==> config.mk <==
export PLATFORM = sky130hd
export DESIGN_NAME = slq_top
export DESIGN_NICKNAME = d
export VERILOG_FILES = /design/src/rtl/slq_pkg.sv /design/src/rtl/slq_sync_match.sv /design/src/rtl/slq_format_tracker.sv /design/src/rtl/slq_out_select.sv /design/src/rtl/slq_top.sv
export SDC_FILE = /design/constraint.sdc
export NUM_CORES = 1
export LEC_CHECK = 0
export BUFFER_PORTS_ARGS = -buffer_cell sky130_fd_sc_hd__clkbuf_2
export CORE_ASPECT_RATIO = 0.75
export CORE_MARGIN = 2
export CORE_UTILIZATION = 54
export CTS_BUF_LIST = sky130_fd_sc_hd__clkbuf_4 sky130_fd_sc_hd__clkbuf_8 sky130_fd_sc_hd__clkbuf_16
export DETAILED_ROUTE_END_ITERATION = 16
export PLACE_DENSITY = 0.75
export SETUP_SLACK_MARGIN = 0.3
export SKIP_CTS_REPAIR_TIMING = 1
export SYNTH_ARGS = -nofsm -noshare
export SYNTH_HDL_FRONTEND = slang
export SYNTH_HIERARCHICAL = 1
export SYNTH_SLANG_ARGS = --single-unit
==> constraint.sdc <==
create_clock -name clk -period 2.5 [get_ports clk]
set_input_delay 0.375 -clock clk [delete_from_list [all_inputs] [get_ports clk]]
set_output_delay 0.375 -clock clk [all_outputs]
set_load 0.05 [all_outputs]
==> src/rtl/slq_pkg.sv <==
package slq_pkg;

  localparam int WORD_W = 10;

  localparam logic [WORD_W-1:0] TRS_ONES  = 10'h3FF;
  localparam logic [WORD_W-1:0] TRS_ZERO  = 10'h000;
  localparam logic [WORD_W-1:0] COMMA_NEG = 10'h17C;
  localparam logic [WORD_W-1:0] COMMA_POS = 10'h283;

  typedef enum logic [1:0] {
    FMT_NONE  = 2'd0,
    FMT_SMPTE = 2'd1,
    FMT_ASI   = 2'd2
  } fmt_e;

  // comma character in either running disparity
  function automatic logic is_comma(input logic [WORD_W-1:0] w);
    return (w == COMMA_NEG) || (w == COMMA_POS);
  endfunction

  // three-word timing reference, oldest word first
  function automatic logic is_trs(input logic [WORD_W-1:0] w2,
                                  input logic [WORD_W-1:0] w1,
                                  input logic [WORD_W-1:0] w0);
    return (w2 == TRS_ONES) && (w1 == TRS_ZERO) && (w0 == TRS_ZERO);
  endfunction

  // a word at position pos still belongs to a window of win words
  function automatic logic window_open(input int unsigned pos,
                                       input int unsigned win);
    return pos < win;
  endfunction

endpackage

==> src/rtl/slq_sync_match.sv <==
module slq_sync_match
  import slq_pkg::*;
(
  input  logic              clk,
  input  logic              rst,
  input  logic              en,
  input  logic [WORD_W-1:0] word,
  output logic              smpte_hit,
  output logic              asi_hit
);

  logic [WORD_W-1:0] hist1;
  logic [WORD_W-1:0] hist2;

  always_ff @(posedge clk) begin
    if (rst) begin
      hist1 <= '0;
      hist2 <= '0;
    end else begin
      hist1 <= word;
      hist2 <= hist1;
    end
  end

  always_comb begin
    smpte_hit = en && is_trs(hist2, hist1, word);
    asi_hit   = en && is_comma(word);
  end

endmodule

==> src/rtl/slq_format_tracker.sv <==
module slq_format_tracker #(
  parameter int FIND_COUNT  = 3,
  parameter int FIND_WINDOW = 2048,
  parameter int LOSS_WORDS  = 4096
) (
  input  logic clk,
  input  logic rst,
  input  logic clear,
  input  logic hit,
  output logic found
);
  import slq_pkg::*;

  localparam int CW = $clog2(FIND_COUNT + 1);
  localparam int PW = $clog2(FIND_WINDOW + 1);
  localparam int LW = $clog2(LOSS_WORDS);
  localparam logic [CW-1:0] CNT_LAST  = CW'(FIND_COUNT - 1);
  localparam logic [LW-1:0] LOSS_LAST = LW'(LOSS_WORDS - 1);

  logic [CW-1:0] cnt;
  logic [PW-1:0] pos;
  logic [LW-1:0] loss;
  logic [PW-1:0] pos_n;
  logic          in_window;

  always_comb begin
    pos_n     = pos + PW'(1);
    in_window = window_open(32'(pos_n), FIND_WINDOW);
  end

  always_ff @(posedge clk) begin
    if (rst || clear) begin
      found <= 1'b0;
      cnt   <= '0;
      pos   <= '0;
      loss  <= '0;
    end else if (found) begin
      if (hit) begin
        loss <= '0;
      end else if (loss == LOSS_LAST) begin
        found <= 1'b0;
        loss  <= '0;
        cnt   <= '0;
        pos   <= '0;
      end else begin
        loss <= loss + LW'(1);
      end
    end else if (cnt == '0) begin
      if (hit) begin
        cnt <= CW'(1);
        pos <= '0;
      end
    end else if (in_window) begin
      pos <= pos_n;
      if (hit) begin
        if (cnt == CNT_LAST) begin
          found <= 1'b1;
          cnt   <= '0;
          loss  <= '0;
        end else begin
          cnt <= cnt + CW'(1);
        end
      end
    end else begin
      pos <= '0;
      cnt <= hit ? CW'(1) : '0;
    end
  end

endmodule

==> src/rtl/slq_out_select.sv <==
module slq_out_select
  import slq_pkg::*;
(
  input  logic              pll_lock,
  input  logic              auto_sel,
  input  logic              man_smpte,
  input  logic              man_asi,
  input  logic              smpte_found,
  input  logic              asi_found,
  input  logic [WORD_W-1:0] word,
  output logic              locked_n,
  output logic              smpte_flag_n,
  output logic              asi_flag_n,
  output logic [WORD_W-1:0] word_n
);

  fmt_e fmt;

  always_comb begin
    if (smpte_found)    fmt = FMT_SMPTE;
    else if (asi_found) fmt = FMT_ASI;
    else                fmt = FMT_NONE;
  end

  always_comb begin
    locked_n     = 1'b0;
    smpte_flag_n = 1'b0;
    asi_flag_n   = 1'b0;
    word_n       = '0;
    if (pll_lock) begin
      if (auto_sel) begin
        locked_n     = (fmt != FMT_NONE);
        smpte_flag_n = (fmt == FMT_SMPTE);
        asi_flag_n   = (fmt == FMT_ASI);
        word_n       = (fmt != FMT_NONE) ? word : '0;
      end else begin
        locked_n = (!man_smpte && !man_asi)
                 || (man_smpte && smpte_found)
                 || (man_asi && asi_found);
        word_n   = word;
      end
    end
  end

endmodule

==> src/rtl/slq_top.sv <==
module slq_top
  import slq_pkg::*;
#(
  parameter int FIND_COUNT  = 3,
  parameter int FIND_WINDOW = 2048,
  parameter int LOSS_WORDS  = 4096
) (
  input  logic              clk,
  input  logic              rst,
  input  logic              pll_lock_i,
  input  logic              auto_sel_i,
  input  logic              man_smpte_i,
  input  logic              man_asi_i,
  input  logic [WORD_W-1:0] word_i,
  output logic              locked_o,
  output logic              smpte_flag_o,
  output logic              asi_flag_o,
  output logic [WORD_W-1:0] word_o
);

  localparam int NFMT = 2;

  logic [2:0]        mode_q;
  logic              restart;
  logic              clear;
  logic              smpte_hit;
  logic              asi_hit;
  logic              smpte_found;
  logic              asi_found;
  logic [NFMT-1:0]   hit_vec;
  logic [NFMT-1:0]   found_vec;
  logic              locked_n;
  logic              smpte_flag_n;
  logic              asi_flag_n;
  logic [WORD_W-1:0] word_n;

  // mode-input change detection
  always_ff @(posedge clk) begin
    mode_q <= {auto_sel_i, man_smpte_i, man_asi_i};
  end

  always_comb begin
    restart = !rst && (mode_q != {auto_sel_i, man_smpte_i, man_asi_i});
    clear   = restart || !pll_lock_i;
  end

  slq_sync_match u_match (
    .clk       (clk),
    .rst       (rst),
    .en        (pll_lock_i),
    .word      (word_i),
    .smpte_hit (smpte_hit),
    .asi_hit   (asi_hit)
  );

  assign hit_vec = {asi_hit, smpte_hit};

  for (genvar g = 0; g < NFMT; g++) begin : g_trk
    slq_format_tracker #(
      .FIND_COUNT  (FIND_COUNT),
      .FIND_WINDOW (FIND_WINDOW),
      .LOSS_WORDS  (LOSS_WORDS)
    ) u_trk (
      .clk   (clk),
      .rst   (rst),
      .clear (clear),
      .hit   (hit_vec[g]),
      .found (found_vec[g])
    );
  end

  assign smpte_found = found_vec[0];
  assign asi_found   = found_vec[1];

  slq_out_select u_sel (
    .pll_lock     (pll_lock_i),
    .auto_sel     (auto_sel_i),
    .man_smpte    (man_smpte_i),
    .man_asi      (man_asi_i),
    .smpte_found  (smpte_found),
    .asi_found    (asi_found),
    .word         (word_i),
    .locked_n     (locked_n),
    .smpte_flag_n (smpte_flag_n),
    .asi_flag_n   (asi_flag_n),
    .word_n       (word_n)
  );

  always_ff @(posedge clk) begin
    if (rst) begin
      locked_o     <= 1'b0;
      smpte_flag_o <= 1'b0;
      asi_flag_o   <= 1'b0;
      word_o       <= '0;
    end else begin
      locked_o     <= locked_n;
      smpte_flag_o <= smpte_flag_n;
      asi_flag_o   <= asi_flag_n;
      word_o       <= word_n;
    end
  end

endmodule

# == After elaboration in Yosys (flattened, before gate mapping) ==
# Index checks and enable logic that the tools add are counted.
# word_totals
n_memories,0
input_bits,16
output_inout_bits,13
romBits,0
latchBits,0
word_cells,144
ram_bits,0
ff_bits,90
# op_classes
mux,63
multipliers,0
shift,0
div,0
bitwise_logic,2
addsub,6
n_reduce_logical,36
n_eq_ne,20
magnitude_cmp,2
# ops
op,count
2-to-1 mux 12 bit,26
adder 12 x 1 -> 12 bit (second input constant),4
2-to-1 mux 2 bit,18
== test 12 bit (second input constant),2
less-than comparator 12 bit (second input constant),2
== test 10 bit (second input constant),2
zero test 10 bit,2
2-to-1 mux 10 bit,2
2-to-1 mux 1 bit,17
AND reduction 4 bit,4
nonzero test 2 bit,7
!= test 3 x 1 -> 1 bit (second input constant),4
== test 10 x 9 -> 1 bit (second input constant),1
logical AND 1 bit,8
!= test 2 bit (second input constant),4
== test 2 bit (second input constant),3
AND reduction 3 bit,2
logical OR 1 bit,5
adder 2 x 1 -> 2 bit (second input constant),2
zero test 1 bit,4
zero test 2 bit,2
!= test 2 x 1 -> 1 bit (second input constant),2
!= test 3 bit,1
OR reduction 3 bit,1
other kinds (3),4

# == Depth between registers and ports, before layout ==
# Gate-level depths: netlist (run 1).
# depth
depth_word,8
ltp_mapped,9
depth_no_buf,8

# == By module ==
# The synthesis (run 1) kept the hierarchy.
# by_module_without_submodules
module,area_each_um2,seq_area_each_um2,n_inst,cells_each
slq_format_tracker (g_trk[0].u_trk),1550.2,520.5,1,176
slq_format_tracker (g_trk[1].u_trk),1413.9,520.5,1,169
slq_sync_match,668.1,400.4,1,61
slq_top,473.0,320.3,1,35
slq_out_select,137.6,0.0,1,19

# == Worst setup path after synthesis (run 1) ==
# OpenSTA, ideal clock, no wires.
# synth_path
path_type,register to register
startpoint,reg u_match.hist1[0]
endpoint,reg g_trk[0].u_trk.pos[10]
arrival_time_ns,2.301
setup_time_ns,0.086
n_path_buf,2
period_less_slack_ns,2.387
path_stages_with_launch,10
slack_ns,0.113
required_ns,2.414
path_cell_list,dfxtp_1 or4b_1 or4_1 nor3_2 buf_4 nor3_1 or2_1 buf_6 a211o_1 a221oi_2
# synth_via
elab_chain_cells,6
elab_cells_between_ends,7
cone_classes,2 x eq/ne; 5 x reduce/logical
# synth_lines
item,line,source
start: declaration,slq_sync_match.sv:12,logic [WORD_W-1:0] hist1;
start signal: assignment,slq_sync_match.sv:20,hist1 <= word;
zero test 10 bit *,slq_pkg.sv:25,return (w2 == TRS_ONES) && (w1 == TRS_ZERO) && (w0 == TRS_ZERO);
logical AND 1 bit * (2 in series),slq_pkg.sv:25,
logical AND 1 bit *,slq_sync_match.sv:26,"smpte_hit = en && is_trs(hist2, hist1, word);"
via smpte_hit,slq_top.sv:26,logic smpte_hit;
!= test 3 x 1 -> 1 bit (no source line) or != test 2 bit (tied branches),-,
AND reduction 3 bit (no source line) *,-,
end signal: assignment,slq_format_tracker.sv:54,pos <= pos_n;
end: declaration,slq_format_tracker.sv:21,logic [PW-1:0] pos;
# Mark *: on every way through the listed nets, which the timed path passes. The rest lies on a longest branch.
# A chain may end at the register's enable or synchronous reset.

# == Worst setup path after layout (run 1) ==
# Same ends and word-level chain as after synthesis.

==> key figures, run 1 <==
Outcome
  – Status: complete, but fails checks
  – Failing checks: setup timing

Final layout
  – Layout cell share with drive strength beyond 1: 0.237
  – Final nets: between 500 and 600
  – Commonest non-fill, non-tap cell in the layout: dfxtp_1
  – Layout area overhead: 15.2%
  – Most frequent cells in the layout: 87 x dfxtp_1, 33 x nor2_1, 28 x clkbuf_2
  – Fin cells: around 610
  – Filler Cell Count: 577
  – Final instance area: ~5000 um^2
  – Diode count: 0

Synthesis
  – Post-synth EDFFs: 0
  – Cells after Synth: 460
  – Syn Area/Cell: roughly 9.2 um^2
  – Synth warnings: 6
  – Seq/Total Area, Yosys: 0.415
  – Largest area contributor in the synthesized netlist: dfxtp_1
  – Post-synth ARST share: 0
  – Syn_nets: 480
  – Top post-synthesis cells by area: dfxtp_1 42%, nor2b_1 3.8%, nand3_1 3.5%
  – Post-Syn Area: approximately 4200 um^2
  – Dominant synthesized flop cell: dfxtp_1
  – Synth cell types: 83
  – Seq cells post-synth: 88
  – Synth top area share: 0.415

Detailed routing
  – Drt first pass iters: 5
  – Vias: about 3,700
  – Post-route DRC: 0
  – Post-route ant nets: 0
  – Vias per cell: slightly above 6
  – DRT Wirelength: between 9000 and 10,000 um
  – Wirelength per Cell: around 16 um
  – 1st-iter DRT viols: 205

Timing
  – RSZ-0062 raised after global routing: yes
  – Fmax: 394 MHz
  – Minimum clock period: between 2000 and 3000 ps
  – Worst-Margin Slew: 731 ps
  – Final hold vios: 0
  – Max_slew headroom: 0.512
  – Fin Clk Skew: between 10 and 15 ps
  – Final Max Slew Viols: 0
  – Setup TNS: -37.3 ps
  – Worst setup margin: -37.3 ps
  – Crit share post-route: 1.01
  – Fin Hold WS: 161 ps
  – Final setup violation count: 1

Clock tree
  – Htree depth: 3
  – CTS Buffer Depth: 2
  – CTS tree: done
  – Sink Count: just under 90
  – Root buffer cell: clkbuf_8
  – Number of buffers created by CTS: 9
  – Clock Latency Late Sink: ~370 ps
  – Clock transition at path regs: 90 ps

Floorplanning
  – Die footprint: between 8000 and 9000 um^2
  – Initial cell density of the core: 0.568
  – Core area: 7470 um^2
  – Chip Height: between 80 and 90 um
  – Row count: 27
  – Top Ports: 29
  – Die X: ~110 um

Place
  – Input/output buffers: 28
  – HPWL Detailed: about 6600 um
  – Placed Area: ~4500 um^2
  – DP Cell Count: 586
  – Routability Congestion: approximately 0.85

Critical path
  – Crit. End Element: flop
  – FF-to-FF setup slack: -40 ps
  – Critical path data required time: around 2800 ps
  – Critical Path Start Type: flop
  – Critical Setup Path Class: flop to flop
  – Crit path max fanout: 5
  – Crit path DAT: approximately 2800 ps
  – Critical Path Start: u_match/hist1[0]
  – R2R Path Start: u_match/hist1[0]

GRT
  – Gr busiest metal: met2
  – Vias in the first global route: approximately 3,400
  – Initial antenna violation count: 0
  – Gr usage total: 0.232
  – Met2 usage in global routing: 0.390
  – Met3 GRT Util: 0.0674
  – GRT overflow: 0
  – M1 GR Usage: 0.294
  – Largest net degree at the start of global routing: 29
  – First-pass GRT wire length: between 15,000 and 20,000 um

Hold path
  – Hold Path Origin: man_asi_i
  – Worst Hold Class: input pin to flop

Pwr
  – PwrDens: around 550 nW/um^2
  – Total power: 2680 uW
  – Maximum vdd drop: ~0.32 mV
  – Leakage: 0.00179 uW

Job
  – Maxcap violations: 0
[power by group]
group          switching [uW]  internal [uW]  total [uW]
clock network             542            574        1120
logic                    80.0           47.2         127
registers                9.88           1420        1430
[sequential cells by signal, summed over array words and instances (netlist names)]
signal	flops
g_trk.u_trk/loss	24
g_trk.u_trk/found	2
mode_q	3
u_match/hist1	10
smpte_flag_o	1
asi_flag_o	1
g_trk.u_trk/pos	22
word_o	10
u_match/hist2	10
g_trk.u_trk/cnt	4
locked_o	1
[worst paths after layout]
path,end,cells past startpoint
max,g_trk[0].u_trk/pos[10],8
min,mode_q[0],1
max reg2reg,g_trk[0].u_trk/pos[10],8
min reg2reg,u_match/hist2[4],1
[worst max-delay path: stages (launching register included)]
cell and delay [ps]:
dfxtp_2 340, or4b_4 530, or4_4 440, nor3_4 170, buf_6 140, nor3_1 40
or2_1 230, a211o_1 310, a221oi_2 240
[metrics by stage]
step,setup WS (ps),utilization
global route,-74.3,0.655
finish,-37.3,0.655
floorplan,113,-
global placement,171,0.603
detailed placement,14.9,0.603
CTS,-10.2,0.633
[final cells by class]
type                    count  area [um^2]  area share
well taps                 101          126      0.0259
clock inverters             7          104      0.0212
flip-flops and latches     88         1760       0.361
clock buffers               9          124      0.0253
repair buffers             43          264      0.0540
multi-input cells         351         2470       0.506
inverters                   9         33.8     0.00691
[per-layer routing]
metal  share of wire  wire, um
met3           0.048       465
met5               0         0
met2            0.47      4600
met4           0.013       128
met1            0.46      4500
[Yosys cell counts (all sizes together), types with 8 or more instances]
| master | n |
|---|---|
| o21ai | 31 |
| nor2b | 35 |
| nand3 | 31 |
| a21oi | 18 |
| nor3 | 14 |
| nand4 | 18 |
| and2 | 13 |
| nor2 | 34 |
| and3 | 9 |
| inv | 9 |
| dfxtp | 88 |
| nor4 | 8 |
| a31oi | 14 |
| nand2 | 27 |
[cell families (layout without fill, tap and decap cells)]
logic type	after synthesis	in the layout	share of synthesized area
muxes	2	2	0.00472
and+or+nand+nor	223	223	0.328
DFF	88	88	0.415
buffers and inverters	21	68	0.0262
xor gates and xnor gates	8	8	0.0165
adders and majority gates	4	4	0.0118
AOI/OAI and AO/OA	114	114	0.197
(Power assumes the default switching activity.)
==> run 2, diff against run 1 <==
--- a/config.mk
+++ b/config.mk
@@ -16,5 +16,4 @@
 export SKIP_CTS_REPAIR_TIMING = 1
 export SYNTH_ARGS = -nofsm -noshare
 export SYNTH_HDL_FRONTEND = slang
-export SYNTH_HIERARCHICAL = 1
 export SYNTH_SLANG_ARGS = --single-unit
==> key figures, run 2 <==
Synthesis
  – Synth warnings: 0
  – Dominant synthesized flop cell: dfxtp_1
  – Largest area contributor in the synthesized netlist: dfxtp_1
  – Seq cells post-synth: a little under 90
  – Top-count cell post-synth: dfxtp_1
  – Synth cell types: 58
  – Syn_nets: 469
  – Seq/Total Area, Yosys: 0.439
  – Top post-synthesis cells by area: dfxtp_1 44%, nand3_1 4.2%, nor2b_1 3.6%
  – Cells after Synth: roughly 450
  – Top post-synthesis cells by count: 88 x dfxtp_1, 34 x nand3_1, 32 x nand2_1
  – Synth top area share: 0.439
  – Post-synth ARST share: 0
  – Post-Syn Area: 4010 um^2
  – Syn Area/Cell: ~8.9 um^2
  – Post-synth EDFFs: 0

Timing
  – Max_slew headroom: 0.617
  – RSZ-0062 raised after global routing: no
  – Final Max Slew Viols: 0
  – Crit share post-route: 0.841
  – Worst-Margin Slew: approximately 570 ps
  – Final setup violation count: 0
  – Final hold vios: 0
  – Setup TNS: 0 ps
  – Minimum clock period: 2100 ps
  – Fmax: approximately 480 MHz
  – Fin Hold WS: ~170 ps
  – Fin Clk Skew: roughly 15 ps

Floorplanning
  – Chip Height: 78.6 um
  – Core area: 7260 um^2
  – Top Ports: 29
  – Initial cell density of the core: 0.552
  – Die footprint: between 8000 and 9000 um^2
  – Row count: 27
  – Die X: 103 um

Critical path
  – FF-to-FF setup slack: between 300 and 400 ps
  – Critical path, cell by cell: or4_4 -> nor4_4 -> nand4_4 -> buf_4 -> mux2_2 -> mux2i_1
  – Crit path DAT: ~2400 ps
  – Crit path max-delay cell type: or4_4
  – Critical path data required time: 2790 ps
  – CP peak stage delay: ~540 ps
  – R2r worst-path depth: 6
  – R2r endpoint: g_trk[0].u_trk.cnt[1]
  – Critical Setup Path Class: flop to flop
  – Crit path max fanout: 24
  – Crit. End Element: flop
  – R2R Path Start: u_match.hist1[1]
  – Critical Path Start Type: flop

GRT
  – Largest net degree at the start of global routing: 28
  – GRT overflow: 0
  – Vias in the first global route: about 3,200
  – Initial antenna violation count: 0
  – Gr usage total: 0.236
  – First-pass GRT wire length: about 15,000 um

Place
  – HPWL Detailed: about 6400 um
  – Routability Congestion: around 0.85
  – Placed Area: ~4300 um^2
  – Input/output buffers: 28

Detailed routing
  – Post-route DRC: 0
  – Met1 Wirelength: 4460 um
  – Drt first pass iters: 5
  – 1st-iter DRT viols: 207
  – Vias per cell: 6.10
  – Post-route ant nets: 0
  – Routed met2 length: 4040 um
  – Wirelength per Cell: approximately 15 um
  – Top sig layer: met4
  – Vias: 3,574
  – Met3 WL: between 400 and 500 um
  – DRT Wirelength: between 9000 and 10,000 um

Final layout
  – Layout cell share with drive strength beyond 1: 0.151
  – Final nets: 500
  – Diode count: 0
  – Filler Cell Count: about 600
  – Layout area overhead: 11.8%
  – Commonest non-fill, non-tap cell in the layout: dfxtp_1
  – Final instance area: 4480 um^2
  – Top reg by flops: g_trk.u_trk.loss
  – Largest register FFs: 24
  – Largest regs: g_trk.u_trk.loss: 24 flops, g_trk.u_trk.pos: 22 flops
  – Finished Core Util: 0.617
  – Most frequent cells in the layout: 88 x dfxtp_1, 34 x nand3_1, 32 x nand2_1

Clock tree
  – Htree depth: 3
  – CTS tree: done
  – Sink Count: 88
  – CTS Buffer Depth: 2
  – Clock Latency Late Sink: 370 ps
  – Clock transition at path regs: ~100 ps
  – Number of buffers created by CTS: 9
  – Root buffer cell: clkbuf_8

Pwr
  – Total power: 2500 uW
  – Maximum vdd drop: about 0.31 mV
  – Sequential Power Share: 0.572
  – Leakage: ~0.0016 uW
  – PwrDens: roughly 560 nW/um^2
  – Clock power share: 0.386
  – Sw frac: 0.259
  – Net Sw Power: ~650 uW
  – Internal power: ~1900 uW
  – Combinational share of power: 0.042

Outcome
  – Status: finished clean

Hold path
  – Hold Path Origin: man_asi_i
  – Worst Hold Class: input pin to flop
  – Worst hold stages: 1
  – Endpoint, Worst Hold: mode_q[0]

Job
  – Maxcap violations: 0
==> run 2: changes by cell type in the layout (fill, tap and decap cells not counted), moves of 5 or more <==
| cell | before | now |
|---|---|---|
| a211oi_1 | 1 | 7 |
| nand3_1 | 27 | 34 |
| a41oi_1 | 3 | 9 |
| and4_1 | 2 | 8 |
| and3_1 | 5 | 11 |
| nand2_1 | 26 | 32 |
| o31ai_1 | 7 | 2 |
| nor2b_2 | 10 | 0 |
| inv_1 | 9 | 15 |
| o21ai_1 | 8 | 1 |
| nor2_1 | 33 | 28 |
==> run 2: power groups by stage <==
stage	sequential [uW]	clock [uW]	combinational [uW]
final	1430	965	104
after detailed placement	1460	0	102
after global placement	1460	0	101
after global routing	1430	1040	113
after CTS	1430	983	103
after floorplan	1480	0	44.8
==> run 2: cells by family (layout without fill, tap and decap cells) <==
family	count (synthesis)	in the layout	share of synthesized area
mux	5	5	0.0147
buf+inv	35	71	0.0350
flops	88	88	0.439
fa+ha+maj	4	4	0.0125
simple gates	204	204	0.290
compound gates	103	103	0.186
xor+xnor	10	10	0.0218
==> run 2: critical path, delay by kind of cell, from the launching register on <==
kind          cells  cell delay (ps)
simple gates      3              990
mux               2              470
flops             1              320
buf+inv           1              250
==> run 2: how the worst max path moves through the flow <==
stage | to | cells after the start | start
detailed placement | g_trk[1].u_trk.loss[5] | 6 | word_i[1]
CTS | g_trk[0].u_trk.cnt[1] | 6 | u_match.hist1[1]
finish | g_trk[0].u_trk.cnt[1] | 6 | u_match.hist1[1]
global route | g_trk[0].u_trk.cnt[1] | 6 | u_match.hist1[1]
global placement | g_trk[1].u_trk.loss[9] | 6 | word_i[1]
floorplan | g_trk[1].u_trk.loss[5] | 6 | word_i[1]
==> run 2: layout make-up <==
class / instances / area, um^2 / area share
clock buffers: 9 / 124 / 0.0276
clock inverters: 7 / 67.6 / 0.0151
inverters: 15 / 56.3 / 0.0126
multi-input cells: 326 / 2110 / 0.472
flip-flops and latches: 88 / 1760 / 0.393
well taps: 101 / 126 / 0.0282
repair buffers: 40 / 230 / 0.0514
==> run 2: stage by stage <==
stage                     setup WS, ps  cells
after floorplan                    503    449
after global placement             320    568
after detailed placement           182    568
after CTS                          328    584
after global routing               328    586
final                              397    586
==> run 2: per-layer routing <==
metal	GRT usage	vias up
li1	-	1759
met1	0.344	1719
met2	0.346	83
met3	0.0534	13
met4	0.0697	0
met5	0	-
==> run 3, diff against run 2 <==
==> constraint.sdc (replaced) <==
create_clock -name clk -period 1.72 [get_ports clk]
set_input_delay 0.258 -clock clk [delete_from_list [all_inputs] [get_ports clk]]
set_output_delay 0.258 -clock clk [all_outputs]
set_load 0.05 [all_outputs]
==> key figures, run 3 (synthesized netlist as in run 2, its figures left out) <==
Outcome
  – Status: complete, but fails checks
  – Failing checks: setup timing

Critical path
  – R2r worst-path depth: 5
  – Critical Path Start: u_match.hist1[1]
  – CP peak stage delay: between 500 and 600 ps
  – Crit path DAT: between 2000 and 2500 ps
  – R2R Path Start: u_match.hist1[1]
  – Critical path data required time: about 2000 ps
  – Crit. End Element: flop
  – Number of buffer and inverter stages on the critical path: 0
  – Crit path max fanout: 6
  – R2r endpoint: g_trk[0].u_trk.pos[3]
  – FF-to-FF setup slack: -290 ps
  – Worst setup endpoint: g_trk[0].u_trk.pos[3]
  – Critical Path Start Type: flop
  – Crit path max-delay cell type: or4_4
  – Crit path depth: 5
  – CP delay by family, top: simple AND/OR/NAND/NOR gates
  – Critical path, cell by cell: or4_4 -> nor4_4 -> nand4_4 -> mux2_4 -> a311oi_1
  – Critical Setup Path Class: flop to flop

Timing
  – Fmax: slightly below 500 MHz
  – Final Max Slew Viols: 0
  – RSZ-0062 raised after global routing: yes
  – Crit share post-route: 1.17
  – Worst setup margin: -292 ps
  – Setup TNS: -5370 ps
  – Worst-Margin Slew: around 450 ps
  – Fin Clk Skew: roughly 10 ps
  – Minimum clock period: ~2000 ps
  – Max_slew headroom: 0.693
  – Final hold vios: 0
  – Final setup violation count: 26

Place
  – HPWL Detailed: slightly above 7000 um
  – Input/output buffers: 28
  – Routability Congestion: 0.827
  – DP Cell Count: 635

Final layout
  – Final nets: 570
  – Largest regs: g_trk.u_trk.loss: 24 flops, g_trk.u_trk.pos: 22 flops
  – Layout cell share with drive strength beyond 1: 0.371
  – Diode count: 0
  – Layout area overhead: 34.1%
  – Commonest non-fill, non-tap cell in the layout: buf_4
  – Finished Core Util: 0.740
  – Filler Cell Count: 542
  – Fin cells: approximately 660
  – Most frequent cells in the layout: 76 x buf_4, 69 x dfxtp_1, 31 x nand2_1
  – Largest register FFs: 24
  – Top reg by flops: g_trk.u_trk.loss

Pwr
  – PwrDens: roughly 690 nW/um^2
  – Total power: about 3700 uW
  – Maximum vdd drop: slightly above 0.5 mV
  – Leakage: approximately 0.002 uW

Job
  – Maxcap violations: 0

GRT
  – GRT overflow: 0
  – Vias in the first global route: approximately 3,600
  – First-pass GRT wire length: about 16,000 um
  – Largest net degree at the start of global routing: 24
  – Initial antenna violation count: 0
  – Gr usage total: 0.255

Floorplanning
  – Row count: 27
  – Top Ports: 29
  – Die X: around 100 um
  – Chip Height: 78.6 um
  – Core area: 7260 um^2
  – Die footprint: 8140 um^2
  – Initial cell density of the core: 0.552

Hold path
  – Worst Hold Class: input pin to flop

Detailed routing
  – Post-route DRC: 0
  – DRT Wirelength: 10,400 um
  – Vias: between 3,000 and 4,000
  – 1st-iter DRT viols: around 230
  – Vias per cell: 6.01
  – Wirelength per Cell: ~16 um
  – Post-route ant nets: 0
  – Drt first pass iters: 5

Clock tree
  – Htree depth: 3
  – Sink Count: just under 90
  – CTS Buffer Depth: 2
  – Clock Latency Late Sink: between 300 and 400 ps
  – Number of buffers created by CTS: 9
  – Clock transition at path regs: approximately 100 ps
  – CTS tree: done
  – Root buffer cell: clkbuf_8
-- run 3: cell count changes in the layout (fill, tap and decap cells not counted), moves of 4 or more --
cell	previous run	this run
buf_4	12	76
nand3_1	34	29
o21ai_0	18	14
buf_6	0	4
dfxtp_2	0	16
dfxtp_1	88	69
nor2_1	28	23
-- run 3: how the worst min path moves through the flow --
stage | cells past startpoint | to | start
final | 1 | mode_q[1] | man_smpte_i
after global routing | 1 | mode_q[1] | man_smpte_i
after CTS | 1 | mode_q[1] | man_smpte_i
after detailed placement | 1 | mode_q[1] | man_smpte_i
after global placement | 1 | mode_q[1] | man_smpte_i
after floorplan | 0 | mode_q[0] | man_asi_i
-- run 3: cell type report --
type / instances / area, um^2 / area share
clock buffers: 9 / 124 / 0.0230
clock inverters: 7 / 81.3 / 0.0151
inverters: 15 / 56.3 / 0.0105
multi-input cells: 328 / 2440 / 0.454
flip-flops and latches: 88 / 1790 / 0.334
well taps: 101 / 126 / 0.0235
repair buffers: 108 / 756 / 0.141
-- run 3: layer usage --
layer  part of all wire  vias up  routed length, um  global-route usage
met5                  0        -                  0                   0
met4              0.019        0                203              0.0763
met3              0.058       23                607              0.0588
met2               0.47      123               4960               0.417
met1               0.45     1898               4680               0.333
li1                   -     1898                  -                   -
-- run 3: power by group --
group / internal, uW / switching, uW / leakage [uW]
clock: 585 / 854 / 0.000104
sequential: 2060 / 12.8 / 0.000725
combinational: 76.1 / 108 / 0.00118
total: 2720 / 975 / 0.00201
-- run 3: stage by stage --
stage                     worst slack, ps  cell area [um^2]  hold slack (ps)
after floorplan                      -267              4130              286
after global placement               -229              4850              421
after detailed placement             -273              4850              425
after CTS                            -301              5060             38.3
after global routing                 -353              5380             42.9
final                                -292              5380             59.5
